<file path="src/rtl/sci_pkg.sv">
package sci_pkg;
    // widest data word and oversampling ratio of the receiver
    localparam int WORD_MAX = 9;
    localparam int OVS      = 16;
    localparam int FRAME_W  = WORD_MAX + 3;

    typedef enum logic {
        RX_HUNT,
        RX_FRAME
    } rx_phase_e;

    typedef struct packed {
        logic [WORD_MAX-1:0] data;
        logic                noise;
        logic                ferr;
        logic                perr;
    } rx_frame_t;
endpackage

</file>
<file path="src/rtl/sci_baud_gen.sv">
module sci_baud_gen #(
    parameter int DIV_W = 13
) (
    input  logic             clk,
    input  logic             rst_n,
    input  logic [DIV_W-1:0] div,
    output logic             tick
);
    localparam int CNT_W = DIV_W + 1;

    typedef struct packed {
        logic [CNT_W-1:0] cnt;
    } bg_state_t;

    bg_state_t s_d, s_q;
    logic [CNT_W-1:0] limit;

    always_comb begin
        s_d   = s_q;
        tick  = 1'b0;
        limit = {div, 1'b0} - CNT_W'(1);
        if (div == '0) begin
            s_d.cnt = '0;
        end else if (s_q.cnt >= limit) begin
            s_d.cnt = '0;
            tick    = 1'b1;
        end else begin
            s_d.cnt = s_q.cnt + CNT_W'(1);
        end
    end

    always_ff @(posedge clk or negedge rst_n) begin
        if (!rst_n) s_q <= '0;
        else        s_q <= s_d;
    end
endmodule

</file>
<file path="src/rtl/sci_tx.sv">
module sci_tx
    import sci_pkg::*;
(
    input  logic                clk,
    input  logic                rst_n,
    input  logic                tick,
    input  logic                tx_en,
    input  logic                nine,
    input  logic                par_en,
    input  logic                par_odd,
    input  logic                load,
    input  logic [WORD_MAX-1:0] data,
    output logic                txd,
    output logic                hold_empty,
    output logic                busy
);
    typedef struct packed {
        logic [WORD_MAX-1:0] hold;
        logic                hold_full;
        logic [FRAME_W-1:0]  sh;
        logic [3:0]          left;
        logic [3:0]          sub;
        logic                busy;
    } tx_state_t;

    tx_state_t s_d, s_q;
    logic [FRAME_W-1:0] frame;
    logic [3:0] nd;
    logic [3:0] nbits;
    logic       par_bit;
    logic       last_bit;
    logic       start_ok;

    always_comb begin
        nd      = nine ? 4'd9 : 4'd8;
        nbits   = nd + 4'd2 + {3'd0, par_en};
        par_bit = par_odd;
        frame   = '1;
        frame[0] = 1'b0;
        for (int i = 0; i < WORD_MAX; i++) begin
            if (4'(i) < nd) begin
                frame[i+1] = s_q.hold[i];
                par_bit    = par_bit ^ s_q.hold[i];
            end
        end
        if (par_en) frame[nd + 4'd1] = par_bit;

        last_bit = s_q.busy && (s_q.sub == 4'd15) && (s_q.left == 4'd1);
        start_ok = tx_en && s_q.hold_full && (!s_q.busy || last_bit);

        s_d = s_q;
        if (tick) begin
            if (start_ok) begin
                s_d.sh        = frame;
                s_d.left      = nbits;
                s_d.sub       = 4'd0;
                s_d.busy      = 1'b1;
                s_d.hold_full = 1'b0;
            end else if (s_q.busy) begin
                s_d.sub = s_q.sub + 4'd1;
                if (s_q.sub == 4'd15) begin
                    s_d.sh   = {1'b1, s_q.sh[FRAME_W-1:1]};
                    s_d.left = s_q.left - 4'd1;
                    if (s_q.left == 4'd1) s_d.busy = 1'b0;
                end
            end
        end
        // the hand-off to the shifter frees the holding register first
        if (load && !s_d.hold_full) begin
            s_d.hold      = data;
            s_d.hold_full = 1'b1;
        end
    end

    always_ff @(posedge clk or negedge rst_n) begin
        if (!rst_n) begin
            s_q    <= '0;
            s_q.sh <= '1;
        end else begin
            s_q <= s_d;
        end
    end

    assign txd        = s_q.busy ? s_q.sh[0] : 1'b1;
    assign hold_empty = !s_q.hold_full;
    assign busy       = s_q.busy;
endmodule

</file>
<file path="src/rtl/sci_rx.sv">
module sci_rx
    import sci_pkg::*;
(
    input  logic      clk,
    input  logic      rst_n,
    input  logic      tick,
    input  logic      rx_en,
    input  logic      nine,
    input  logic      par_en,
    input  logic      par_odd,
    input  logic      rxd,
    output logic      done,
    output rx_frame_t res,
    output logic      idle_hi
);
    typedef struct packed {
        logic [1:0]          sync;
        rx_phase_e           phase;
        logic [3:0]          sub;
        logic [3:0]          bi;
        logic                s7;
        logic                s8;
        logic [WORD_MAX-1:0] data;
        logic                parbit;
        logic                noise;
        logic                done;
        rx_frame_t           res;
    } rx_state_t;

    rx_state_t s_d, s_q;
    logic       line;
    logic       vote;
    logic       split;
    logic       par_calc;
    logic [3:0] nd;

    always_comb begin
        s_d      = s_q;
        s_d.done = 1'b0;
        s_d.sync = {s_q.sync[0], rxd};
        line     = s_q.sync[1];
        nd       = nine ? 4'd9 : 4'd8;
        vote     = (s_q.s7 & s_q.s8) | (s_q.s7 & line) | (s_q.s8 & line);
        split    = (s_q.s7 != s_q.s8) || (s_q.s8 != line);
        par_calc = s_q.parbit ^ (^s_q.data);

        if (!rx_en) begin
            s_d.phase = RX_HUNT;
        end else if (tick) begin
            if (s_q.phase == RX_HUNT) begin
                if (!line) begin
                    s_d.phase  = RX_FRAME;
                    s_d.sub    = 4'd1;
                    s_d.bi     = 4'd0;
                    s_d.data   = '0;
                    s_d.noise  = 1'b0;
                    s_d.parbit = 1'b0;
                end
            end else begin
                s_d.sub = s_q.sub + 4'd1;
                if (s_q.sub == 4'd15) s_d.bi = s_q.bi + 4'd1;
                if (s_q.sub == 4'd7) s_d.s7 = line;
                if (s_q.sub == 4'd8) s_d.s8 = line;
                if (s_q.sub == 4'd9) begin
                    if (s_q.bi == 4'd0) begin
                        if (vote) s_d.phase = RX_HUNT;
                        else      s_d.noise = s_q.noise | split;
                    end else if (s_q.bi <= nd) begin
                        s_d.data[s_q.bi - 4'd1] = vote;
                        s_d.noise = s_q.noise | split;
                    end else if (par_en && (s_q.bi == nd + 4'd1)) begin
                        s_d.parbit = vote;
                        s_d.noise  = s_q.noise | split;
                    end else begin
                        s_d.done      = 1'b1;
                        s_d.res.data  = s_q.data;
                        s_d.res.noise = s_q.noise | split;
                        s_d.res.ferr  = !vote;
                        s_d.res.perr  = par_en && (par_calc != par_odd);
                        s_d.phase     = RX_HUNT;
                    end
                end
            end
        end
    end

    always_ff @(posedge clk or negedge rst_n) begin
        if (!rst_n) begin
            s_q      <= '0;
            s_q.sync <= 2'b11;
            s_q.phase <= RX_HUNT;
        end else begin
            s_q <= s_d;
        end
    end

    assign done    = s_q.done;
    assign res     = s_q.res;
    assign idle_hi = rx_en && (s_q.phase == RX_HUNT) && s_q.sync[1];
endmodule

</file>
<file path="src/rtl/sci_rx_buf.sv">
module sci_rx_buf
    import sci_pkg::*;
(
    input  logic                clk,
    input  logic                rst_n,
    input  logic                tick,
    input  logic                nine,
    input  logic                par_en,
    input  logic                wake_addr,
    input  logic                sleep_req,
    input  logic                rd,
    input  logic                done,
    input  rx_frame_t           res,
    input  logic                idle_hi,
    output logic [WORD_MAX-1:0] data,
    output logic                full,
    output logic                noise,
    output logic                ferr,
    output logic                perr,
    output logic                ovr,
    output logic                asleep
);
    typedef struct packed {
        logic [WORD_MAX-1:0] data;
        logic                full;
        logic                noise;
        logic                ferr;
        logic                perr;
        logic                ovr;
        logic                asleep;
        logic [7:0]          idle_cnt;
    } buf_state_t;

    buf_state_t s_d, s_q;
    logic [3:0] nb;
    logic [7:0] thr;
    logic       mark;

    always_comb begin
        s_d  = s_q;
        nb   = 4'd10 + {3'd0, nine} + {3'd0, par_en};
        thr  = {nb, 4'b0000};
        mark = nine ? res.data[8] : res.data[7];

        if (rd) begin
            s_d.full  = 1'b0;
            s_d.noise = 1'b0;
            s_d.ferr  = 1'b0;
            s_d.perr  = 1'b0;
            s_d.ovr   = 1'b0;
        end

        if (sleep_req) begin
            s_d.asleep   = 1'b1;
            s_d.idle_cnt = '0;
        end else if (s_q.asleep && !wake_addr && tick) begin
            if (!idle_hi) begin
                s_d.idle_cnt = '0;
            end else if (s_q.idle_cnt + 8'd1 >= thr) begin
                s_d.asleep   = 1'b0;
                s_d.idle_cnt = '0;
            end else begin
                s_d.idle_cnt = s_q.idle_cnt + 8'd1;
            end
        end

        if (done && !(s_q.asleep && !(wake_addr && mark))) begin
            if (s_q.asleep) s_d.asleep = 1'b0;
            if (s_d.full) begin
                s_d.ovr = 1'b1;
            end else begin
                s_d.data  = res.data;
                s_d.full  = 1'b1;
                s_d.noise = res.noise;
                s_d.ferr  = res.ferr;
                s_d.perr  = res.perr;
            end
        end
    end

    always_ff @(posedge clk or negedge rst_n) begin
        if (!rst_n) s_q <= '0;
        else        s_q <= s_d;
    end

    assign data   = s_q.data;
    assign full   = s_q.full;
    assign noise  = s_q.noise;
    assign ferr   = s_q.ferr;
    assign perr   = s_q.perr;
    assign ovr    = s_q.ovr;
    assign asleep = s_q.asleep;
endmodule

</file>
<file path="src/rtl/sci_xcvr.sv">
module sci_xcvr
    import sci_pkg::*;
#(
    parameter int DIV_W = 13
) (
    input  logic                clk,
    input  logic                rst_n,
    input  logic [DIV_W-1:0]    cfg_div,
    input  logic                cfg_nine,
    input  logic                cfg_par_en,
    input  logic                cfg_par_odd,
    input  logic                cfg_tx_en,
    input  logic                cfg_rx_en,
    input  logic                cfg_wake_addr,
    input  logic                sleep_req,
    input  logic [WORD_MAX-1:0] tx_data,
    input  logic                tx_load,
    output logic                tx_empty,
    output logic                txd,
    input  logic                rxd,
    input  logic                rx_read,
    output logic [WORD_MAX-1:0] rx_data,
    output logic                rx_full,
    output logic                rx_noise,
    output logic                rx_frame_err,
    output logic                rx_par_err,
    output logic                rx_overrun,
    output logic                rx_asleep
);
    logic      baud_tick;
    logic      tx_busy;
    logic      fr_done;
    logic      fr_idle_hi;
    rx_frame_t fr_res;

    sci_baud_gen #(.DIV_W(DIV_W)) baud_i (
        .clk  (clk),
        .rst_n(rst_n),
        .div  (cfg_div),
        .tick (baud_tick)
    );

    sci_tx tx_i (
        .clk       (clk),
        .rst_n     (rst_n),
        .tick      (baud_tick),
        .tx_en     (cfg_tx_en),
        .nine      (cfg_nine),
        .par_en    (cfg_par_en),
        .par_odd   (cfg_par_odd),
        .load      (tx_load),
        .data      (tx_data),
        .txd       (txd),
        .hold_empty(tx_empty),
        .busy      (tx_busy)
    );

    sci_rx rx_i (
        .clk    (clk),
        .rst_n  (rst_n),
        .tick   (baud_tick),
        .rx_en  (cfg_rx_en),
        .nine   (cfg_nine),
        .par_en (cfg_par_en),
        .par_odd(cfg_par_odd),
        .rxd    (rxd),
        .done   (fr_done),
        .res    (fr_res),
        .idle_hi(fr_idle_hi)
    );

    sci_rx_buf rxbuf_i (
        .clk      (clk),
        .rst_n    (rst_n),
        .tick     (baud_tick),
        .nine     (cfg_nine),
        .par_en   (cfg_par_en),
        .wake_addr(cfg_wake_addr),
        .sleep_req(sleep_req),
        .rd       (rx_read),
        .done     (fr_done),
        .res      (fr_res),
        .idle_hi  (fr_idle_hi),
        .data     (rx_data),
        .full     (rx_full),
        .noise    (rx_noise),
        .ferr     (rx_frame_err),
        .perr     (rx_par_err),
        .ovr      (rx_overrun),
        .asleep   (rx_asleep)
    );
endmodule

</file>
<file path="config.mk">
export PLATFORM = sky130hd
export DESIGN_NAME = sci_xcvr
export DESIGN_NICKNAME = d
export VERILOG_FILES = /design/src/rtl/sci_pkg.sv /design/src/rtl/sci_baud_gen.sv /design/src/rtl/sci_tx.sv /design/src/rtl/sci_rx.sv /design/src/rtl/sci_rx_buf.sv /design/src/rtl/sci_xcvr.sv
export SDC_FILE = /design/constraint.sdc
export NUM_CORES = 1
export LEC_CHECK = 0
export BUFFER_PORTS_ARGS = -buffer_cell sky130_fd_sc_hd__buf_2
export CORE_MARGIN = 3
export CORE_UTILIZATION = 60
export DETAILED_ROUTE_END_ITERATION = 8
export PLACE_DENSITY = 0.8
export SETUP_SLACK_MARGIN = 0.5
export SYNTH_ARGS = -nofsm -noshare
export SYNTH_HDL_FRONTEND = slang
export SYNTH_SLANG_ARGS = --single-unit
</file>
<file path="constraint.sdc">
create_clock -name clk -period 3.85 [get_ports clk]
set_clock_uncertainty 0.1 [all_clocks]
set_input_delay 0.9625 -clock clk [delete_from_list [all_inputs] [get_ports clk]]
set_output_delay 0.9625 -clock clk [all_outputs]
set_load 0.02 [all_outputs]
</file>
# After elaboration in Yosys (flattened, before gate mapping)
# Cells that the tools add are included.
[totals]
regBits = 105
in_bits = 34
out_inout_bits = 17
wordCells = 220
[classes]
n_addsub = 13
n_lt_le_gt_ge = 16
eq_ne = 20
muxes = 79
bitwise_logic = 21
reduce_logical = 42
[op_table]
columns = ["op", "n"]
rows = [
  ["13-bit 2-to-1 mux", 5],
  ["1-bit 2-to-1 mux", 45],
  ["9-bit 2-to-1 mux", 5],
  ["21-bit 2-to-1 mux", 2],
  ["35-bit 2-to-1 mux", 1],
  ["14-bit 2-to-1 mux", 2],
  ["24-bit 2-to-1 mux", 1],
  ["11-bit 2-to-1 mux", 2],
  ["22-bit 2-to-1 mux", 1],
  ["4-bit by 1-bit adder with 4-bit output (second input constant)", 4],
  ["4-bit equality test (second input constant)", 4],
  ["1-bit logical AND", 16],
  ["3-bit by 4-bit < comparator with 1-bit output (first input constant)", 4],
  ["16-bit 2-to-1 mux", 1],
  ["8-bit 2-to-1 mux", 2],
  ["14-bit by 1-bit adder with 14-bit output (second input constant)", 1],
  ["14-bit >= comparator", 1],
  ["2-bit != test (second input constant)", 7],
  ["7-bit AND reduction", 2],
  ["14-bit by 1-bit subtractor with 14-bit output (second input constant)", 1],
  ["13-bit logical NOT", 1],
  ["12-bit bitwise mux", 1],
  ["12-bit 2-to-1 mux", 1],
  ["4-bit AND reduction", 3],
  ["39 further kinds", 78],
]

# Longest topological paths before layout
# Gate-level depths: netlist of the first run.
[logic_depth]
ltp_word = 26
depth_mapped = 15
mapped_depth_nobuf = 13

# Hierarchy
# A second synthesis of the first run with hierarchy kept.
[unflattened]
cells_unflattened = 626
hier_area_um2 = 6413.7
[modules_own_cells]
columns = ["module", "instances", "cells_per_inst", "area_per_inst_um2", "seq_area_each_um2"]
rows = [
  ["sci_rx", 1, 212, 2212.1, 928.4],
  ["sci_tx", 1, 166, 1710.4, 790.8],
  ["sci_rx_buf", 1, 116, 1287.5, 575.6],
  ["sci_baud_gen", 1, 132, 1203.7, 350.3],
]

# Worst setup path before layout of the first run
# OpenSTA, ideal clock, no wires.
[synth_timing]
path_type = "input to register"
startpoint = "input cfg_div[0]"
endpoint = "register rx_i.s_q, in the netlist rx_i.res[10]"
setup_ns = 0.125
arrival_time_ns = 4.627
required_time_ns = 3.625
path_slack_ns = -1.002
stages = 15
n_path_buf = 2
path_cell_list = "inv_1 -> ha_1 -> or3b_2 -> or4b_1 -> nor3_1 -> xnor2_1 -> ha_1 -> nand4_2 -> or4_4 -> o2bb2ai_1 -> o211ai_1 -> or3_1 -> buf_2 -> buf_6 -> mux2_4"
[synth_between]
elab_chain_cells = 5
word_cells_on_any_way = 6
classes_between = "add/sub: 1; order compare: 1; mux: 2; reduce/logical: 2"
[synth_lines]
columns = ["element", "line", "rtl"]
rows = [
  ["from (decl)", "sci_xcvr.sv:8", "input logic [DIV_W-1:0] cfg_div,"],
  ["14-bit by 1-bit subtractor with 14-bit output", "sci_baud_gen.sv:21", "limit = {div, 1'b0} - CNT_W'(1);"],
  ["14-bit >= comparator", "sci_baud_gen.sv:24", "end else if (s_q.cnt >= limit) begin"],
  ["1-bit 2-to-1 mux", "sci_baud_gen.sv:24", ""],
  ["1-bit 2-to-1 mux (*)", "sci_baud_gen.sv:22", "if (div == '0) begin"],
  ["7-bit AND reduction (no source line) (*)", "n/a", ""],
  ["to (decl)", "sci_rx.sv:30", "rx_state_t s_d, s_q;"],
]
# Mark *: on every way between the ends. The rest lies on a longest branch, timed or not.
# A chain may end at the register's enable or synchronous reset.

# Final worst setup path of the first run
[layout_timing]
startpoint = "input cfg_div[1]"
endpoint = "register rx_i.s_q[16] in the netlist's numbering"
[layout_between]
elab_chain_cells = 5
word_cells_on_any_way = 6
classes_between = "add/sub: 1; order compare: 1; mux: 2; reduce/logical: 2"
[layout_lines]
columns = ["element", "line"]
rows = [
  ["14-bit by 1-bit subtractor with 14-bit output", "sci_baud_gen.sv:21"],
  ["14-bit >= comparator", "sci_baud_gen.sv:24"],
  ["1-bit 2-to-1 mux", "sci_baud_gen.sv:24"],
  ["1-bit 2-to-1 mux (*)", "sci_baud_gen.sv:22"],
  ["6-bit AND reduction (no source line) (*)", "n/a"],
]
# Marked as above.

==> results of run 1 <==
## stage by stage
| stage | hold WS (ns) | cell area [um2] | setup TNS (ns) | std cells |
|---|---|---|---|---|
| 6_report | 0.263 | 7440 | -15.77 | 858 |
| 2_1_floorplan | 0.245 | 6250 | -26.29 | 629 |
| 4_1_cts | 0.264 | 7310 | -13.83 | 853 |
| 5_1_grt | 0.271 | 7440 | -23.51 | 858 |
| 3_5_place_dp | 0.248 | 6880 | -55.92 | 829 |
| 3_3_place_gp | 0.247 | 6880 | -49.66 | 829 |
## cell families after synthesis
group	synth area share [%]
simple gates	18.2
mux	5.23
xor+xnor	6.74
buf+inv	4.39
flops	43.2
compound gates	15.1
fa+ha+maj	7.15
## what timing repair did
action	in CTS	in global routing
setup buffers	6	5
pin swaps	14	11
gates cloned	2	0
endpoints found under the setup margin	89	89
resized for setup	48	21
## Yosys cell counts (3+ instances only)
library cell,n,share of area [%]
or2_2,4,0.41
a221o_1,3,0.49
nand2_1,54,3.3
nor2_1,46,2.8
a32o_1,4,0.65
o211ai_1,5,0.61
a31oi_1,14,1.4
mux2_2,16,2.9
nor3b_1,3,0.37
a211oi_1,6,0.74
o21a_1,4,0.49
dfrtp_1,91,37
nor4_1,3,0.31
xnor2_1,30,4.3
nand4b_1,3,0.43
nand3b_1,10,1.2
clkbuf_1,18,1.1
nand3_1,42,3.4
nand4_1,6,0.61
o21ai_0,40,3.3
inv_1,29,1.8
dfstp_2,14,6.0
buf_4,9,1.1
mux2_4,8,2.0
or3_1,6,0.61
a21o_1,10,1.2
xor2_1,12,1.7
and3_1,6,0.61
ha_1,35,7.2
o41ai_1,4,0.57
a21oi_1,20,1.6
nor3_1,10,0.82
o31ai_1,10,1.2
nand2b_1,5,0.51
nor2b_1,8,0.82
## state kept, by name, indices dropped and copies added (netlist names)
register        count
rxbuf_i.asleep      1
tx_i.s_q           30
rx_i.line           1
rxbuf_i.ferr        1
rxbuf_i.perr        1
rx_i.done           1
rxbuf_i.ovr         1
rxbuf_i.full        1
rx_i.s_d            1
rxbuf_i.noise       1
rx_i.res           12
baud_i.s_q         14
rxbuf_i.data        9
tx_i.busy           1
rxbuf_i.s_q         8
rx_i.s_q           22
## final cells by class
class,instances,area (um2),share of cell area (%)
Multi-Input combinational cell,464,3440,46.2
Sequential cell,105,2650,35.5
Timing Repair Buffer,111,863,11.6
Tap cell,133,166,2.24
Inverter,29,126,1.70
Clock buffer,9,124,1.66
Clock inverter,7,78.8,1.06
## worst max-delay path, cell delays in order
cell and delay (ns):
buf_12 0.11, inv_12 0.04, ha_4 0.11, or3b_4 0.37
or4b_4 0.53, nor2_2 0.11, xnor2_1 0.10, ha_1 0.34
nand4_2 0.10, or4_4 0.47, o2bb2ai_4 0.14, o211ai_1 0.13
buf_4 0.21, buf_8 0.16, o31ai_1 0.40, o21ai_1 0.12
## worst min path at each step
stage | start | endpoint | slack [ns] | cells past startpoint
final | rx_i.s_d[36] | rx_i.line | 0.26 | 0
after floorplan | rx_i.s_d[36] | rx_i.line | 0.25 | 0
after CTS | rx_i.s_d[36] | rx_i.line | 0.26 | 0
after detailed placement | rx_i.s_d[36] | rx_i.line | 0.25 | 0
after global routing | rx_i.s_d[36] | rx_i.line | 0.27 | 0
after global placement | rx_i.s_d[36] | rx_i.line | 0.25 | 0
## per-layer routing
layer	GRT usage (%)	routed length, um	vias up
li1	-	-	2445
met1	36.7	6400	2538
met2	43.9	7470	185
met5	0	0	-
met3	4.21	849	33
met4	8.68	336	0
## where the power goes
part	internal, mW	switching (mW)	total (mW)
clock network	0.261	0.445	0.705
logic	0.187	0.204	0.392
registers	1.17	0.0775	1.25
==> run summary, run 1 <==
Netlist cell types = 66
Failing checks = setup timing
Floorplan row count = 36
R2r setup slk = 0.71 ns
Gpl congestion = 0.894
Nets = 789
Post-route clock period utilization = 111%
Antenna Cells = 0
Final WL = 15100 um
Run status = finished, violations left
Share of cells above drive strength 1 = 29.0%
Design Power = 2.34 mW
Hold-fix buffers, CTS = 0
Commonest non-fill, non-tap cells in the layout = dfrtp_1 (91), nand2_1 (54), buf_2 (47), nor2_1 (44), buf_4 (44)
Clock buffer depth = 2
Root Buffer = clkbuf_8
Full die area = 0.0115 mm2
Startpoint class of the critical path = input port
Die Ht = 107 um
Final slew viol count = 0
Hpwl dp = 10200 um
Post-synth EDFFs = 0
Syn Area/Cell = 9.73 um2
Cells after synthesis = 629
Rel. slew slack = 19.0%
First-pass GRT wire length = 24700 um
Filler cell count = 672
Ys Warns = 0
CTS tree = done
FF-to-FF path depth = 9
Worst R2R Start = rxbuf_i.s_q[2]
P_leak = 3.45 nW
Area growth from synthesis to layout = 21.6%
Nature of the critical path endpoint = register
Setup violators final = 74
Final hold vios = 0
Worst-Margin Slew = 1.21 ns
Detailed Route Iter0 Violations = 454
Max Clk Rate = 235 MHz
Core ar. = 0.00986 mm2
Worst r2r dst = rxbuf_i.s_q[5]
Critical path required time = 4.02 ns
Clock transition at path regs = 0.12 ns
Crit path time final = 4.26 ns
Yosys reg bits = 105
PortBufs = 50
First drt pass iteration count = 5
Worst slack, placed = -0.865 ns
Ports = 51
Initial Utilization = 62.1%
CP endpoint = rx_i.s_q[16]
Htree depth = 3
Post-synth ARST share = 100%
Clock Sinks = 105
Vias in the first global route = 5152
DRC viols = 0
Top_reg_cell synth = dfrtp_1
GR Util All Layers = 26.8%
Vias/cell = 6.06
Vias = 5201
Post-route ant nets = 0
Worst-Skew Late Latency = 0.38 ns
Post-Syn Area = 0.00612 mm2
Seq/Total Area, Yosys = 43.2%
Unrepaired setup endpoints after global routing = true
Post-Syn Nets = 698
VDD IR max = 0.231 mV
PnR worst setup slack = -0.406 ns
WL per Instance = 17.6 um
Worst-path fanout max = 7
CP startpoint = cfg_div[1]
PwrDens = 315 mW/mm2
Crit path DAT = 4.42 ns
Die Width = 107 um
Commonest non-fill, non-tap cell in the layout = dfrtp_1
Num CTS Buffers = 9
Gr ovfl total = 0
Max-cap check violation count = 0
Min-Delay Path Class = reg2reg
Worst Setup Path Type = in2reg
Util after Layout = 75.4%
Antenna violations before repair = 0
Largest net degree at the start of global routing = 55
Note: power is estimated with default switching activity, not from simulation.
==> inputs of run 2 (changes only) <==
--- a/config.mk
+++ b/config.mk
@@ -9,7 +9,7 @@
 export CORE_MARGIN = 3
 export CORE_UTILIZATION = 60
+export CTS_CLUSTER_DIAMETER = 200
 export DETAILED_ROUTE_END_ITERATION = 8
 export PLACE_DENSITY = 0.8
-export SETUP_SLACK_MARGIN = 0.5
 export SYNTH_ARGS = -nofsm -noshare
 export SYNTH_HDL_FRONTEND = slang
==> constraint.sdc (replaced) <==
create_clock -name clk -period 3.85 [get_ports clk]
set_clock_uncertainty 0.1 [all_clocks]
set_input_delay 0.385 -clock clk [delete_from_list [all_inputs] [get_ports clk]]
set_output_delay 0.385 -clock clk [all_outputs]
set_load 0.02 [all_outputs]
==> run 2 against run 1 <==
Net effect:
- fmax up 12%
- critical path depth down 1
- sequential power about the same
- the run now ends clean
- critical endpoint is now rx_i.res[10]
- highest routed layer unchanged
- clock power down 3.8%
- non-clock buffer count down 28
- sequential cell count unchanged
- combinational power down 12%
==> run summary, run 2 (synthesis gave the netlist of run 1 again) <==
Die Width = 107 um
Worst Setup Path Type = in2reg
P_leak = 3.20 nW
Post-route ant nets = 0
CTS tree = done
Worst slack, placed = -0.339 ns
Placed instance area = 0.00669 mm2
Vias = 4943
Clock transition at path regs = 0.10 ns
Initial Utilization = 62.1%
Worst-Margin Slew = 1.14 ns
Detailed Route Iter0 Violations = 341
Final hold vios = 0
Vias/cell = 5.96
Crit path time final = 3.81 ns
Design Power = 2.26 mW
Antenna violations before repair = 0
Critical path required time = 4.01 ns
Max Clk Rate = 263 MHz
Gr ovfl total = 0
Largest register FFs = 30
Gpl congestion = 0.885
Setup violators final = 0
Hpwl dp = 9900 um
Post-route clock period utilization = 98.9%
Htree depth = 3
Setup TNS = 0 ns
Max-cap check violation count = 0
Core ar. = 0.00986 mm2
Unrepaired setup endpoints after global routing = true
Min-Delay Path Class = in2reg
Vias in the first global route = 4866
Final slew viol count = 0
Biggest register = tx_i.s_q
Num CTS Buffers = 9
Commonest non-fill, non-tap cell in the layout = dfrtp_1
Biggest regs = tx_i.s_q: 30 flops, rx_i.s_q: 22 flops, baud_i.s_q: 14 flops
Largest net degree at the start of global routing = 92
Worst-path fanout max = 13
Full die area = 0.0115 mm2
Floorplan row count = 36
Clock buffer depth = 2
VDD IR max = 0.238 mV
Share of cells above drive strength 1 = 22.5%
First drt pass iteration count = 5
Rel. slew slack = 24.2%
Area growth from synthesis to layout = 12.9%
PwrDens = 328 mW/mm2
Clock Sinks = 105
Design Area, Final = 0.00691 mm2
Final WL = 13500 um
Run status = completed
Ports = 51
Antenna Cells = 0
Root Buffer = clkbuf_8
Startpoint class of the critical path = input port
Worst-Skew Late Latency = 0.37 ns
PortBufs = 50
Nets = 761
PnR worst setup slack = 0.0405 ns
WL per Instance = 16.2 um
GR Util All Layers = 24.9%
Nature of the critical path endpoint = register
Die Ht = 107 um
First-pass GRT wire length = 23100 um
Commonest non-fill, non-tap cells in the layout = dfrtp_1 (91), nand2_1 (54), buf_2 (49), nor2_1 (45), nand3_1 (42)
Crit path DAT = 3.97 ns
DRC viols = 0
## run 2: stage by stage
stage | instances | utilization (%) | hold slack, ns
after floorplan | 629 | - | -0.0106
after global placement | 813 | 67.8 | 0.249
after detailed placement | 813 | 67.8 | 0.247
after CTS | 830 | 69.9 | 0.0815
after global routing | 830 | 70.1 | 0.0893
final | 830 | 70.1 | 0.0940
## run 2: final timing paths
check,depth (start not counted),endpoint,slack (ns),startpoint
max in group asynchronous,2,tx_i.s_q[18],2.60,rst_n
max reg2reg,9,rxbuf_i.s_q[0],0.90,rxbuf_i.s_q[2]
max,15,rx_i.res[10],0.04,cfg_div[1]
min,2,rxbuf_i.ovr,0.09,rx_read
min reg2reg,0,rx_i.line,0.26,rx_i.s_d[36]
min in group asynchronous,1,baud_i.s_q[5],0.10,rst_n
## run 2: layer usage
metal	vias up	track usage [%]	share of wire, %
li1	2373	-	-
met1	2381	35.1	46
met2	167	40.1	47
met3	22	4.82	6.0
met4	0	6.03	1.1
met5	-	0	0
## run 2: power by group
| part | switching, mW | total, mW | leakage, nW | internal (mW) |
|---|---|---|---|---|
| logic | 0.182 | 0.344 | 1.74 | 0.162 |
| clock network | 0.374 | 0.678 | 0.101 | 0.304 |
| registers | 0.0735 | 1.24 | 1.36 | 1.17 |
## run 2: area by class of cell
class,instances,area (um2)
multi-input cells,464,3260
clock inverters,6,66.3
clock buffers,10,128
flip-flops and latches,105,2650
fillers,739,2950
repair buffers,83,519
well taps,133,166
inverters,29,126
## run 2: repair_timing
action                                 in CTS  in global routing
setup endpoints to repair                   0                 26
buffers inserted                            0                  0
gates resized for setup                     0                  4
endpoints found under the hold margin       1                  0
hold buffers                                1                  0
## run 2: worst max-delay path, stage by stage
cell and delay (ns):
buf_2 0.16, nor3_2 0.25, nand2b_1 0.09, or3_1 0.33, nor4_1 0.38, nand2_1 0.16
xor2_1 0.18, ha_1 0.32, nand4_2 0.13, or4_4 0.45, o2bb2ai_2 0.16, o211ai_1 0.15
or3_1 0.35, buf_6 0.18, mux2_4 0.31
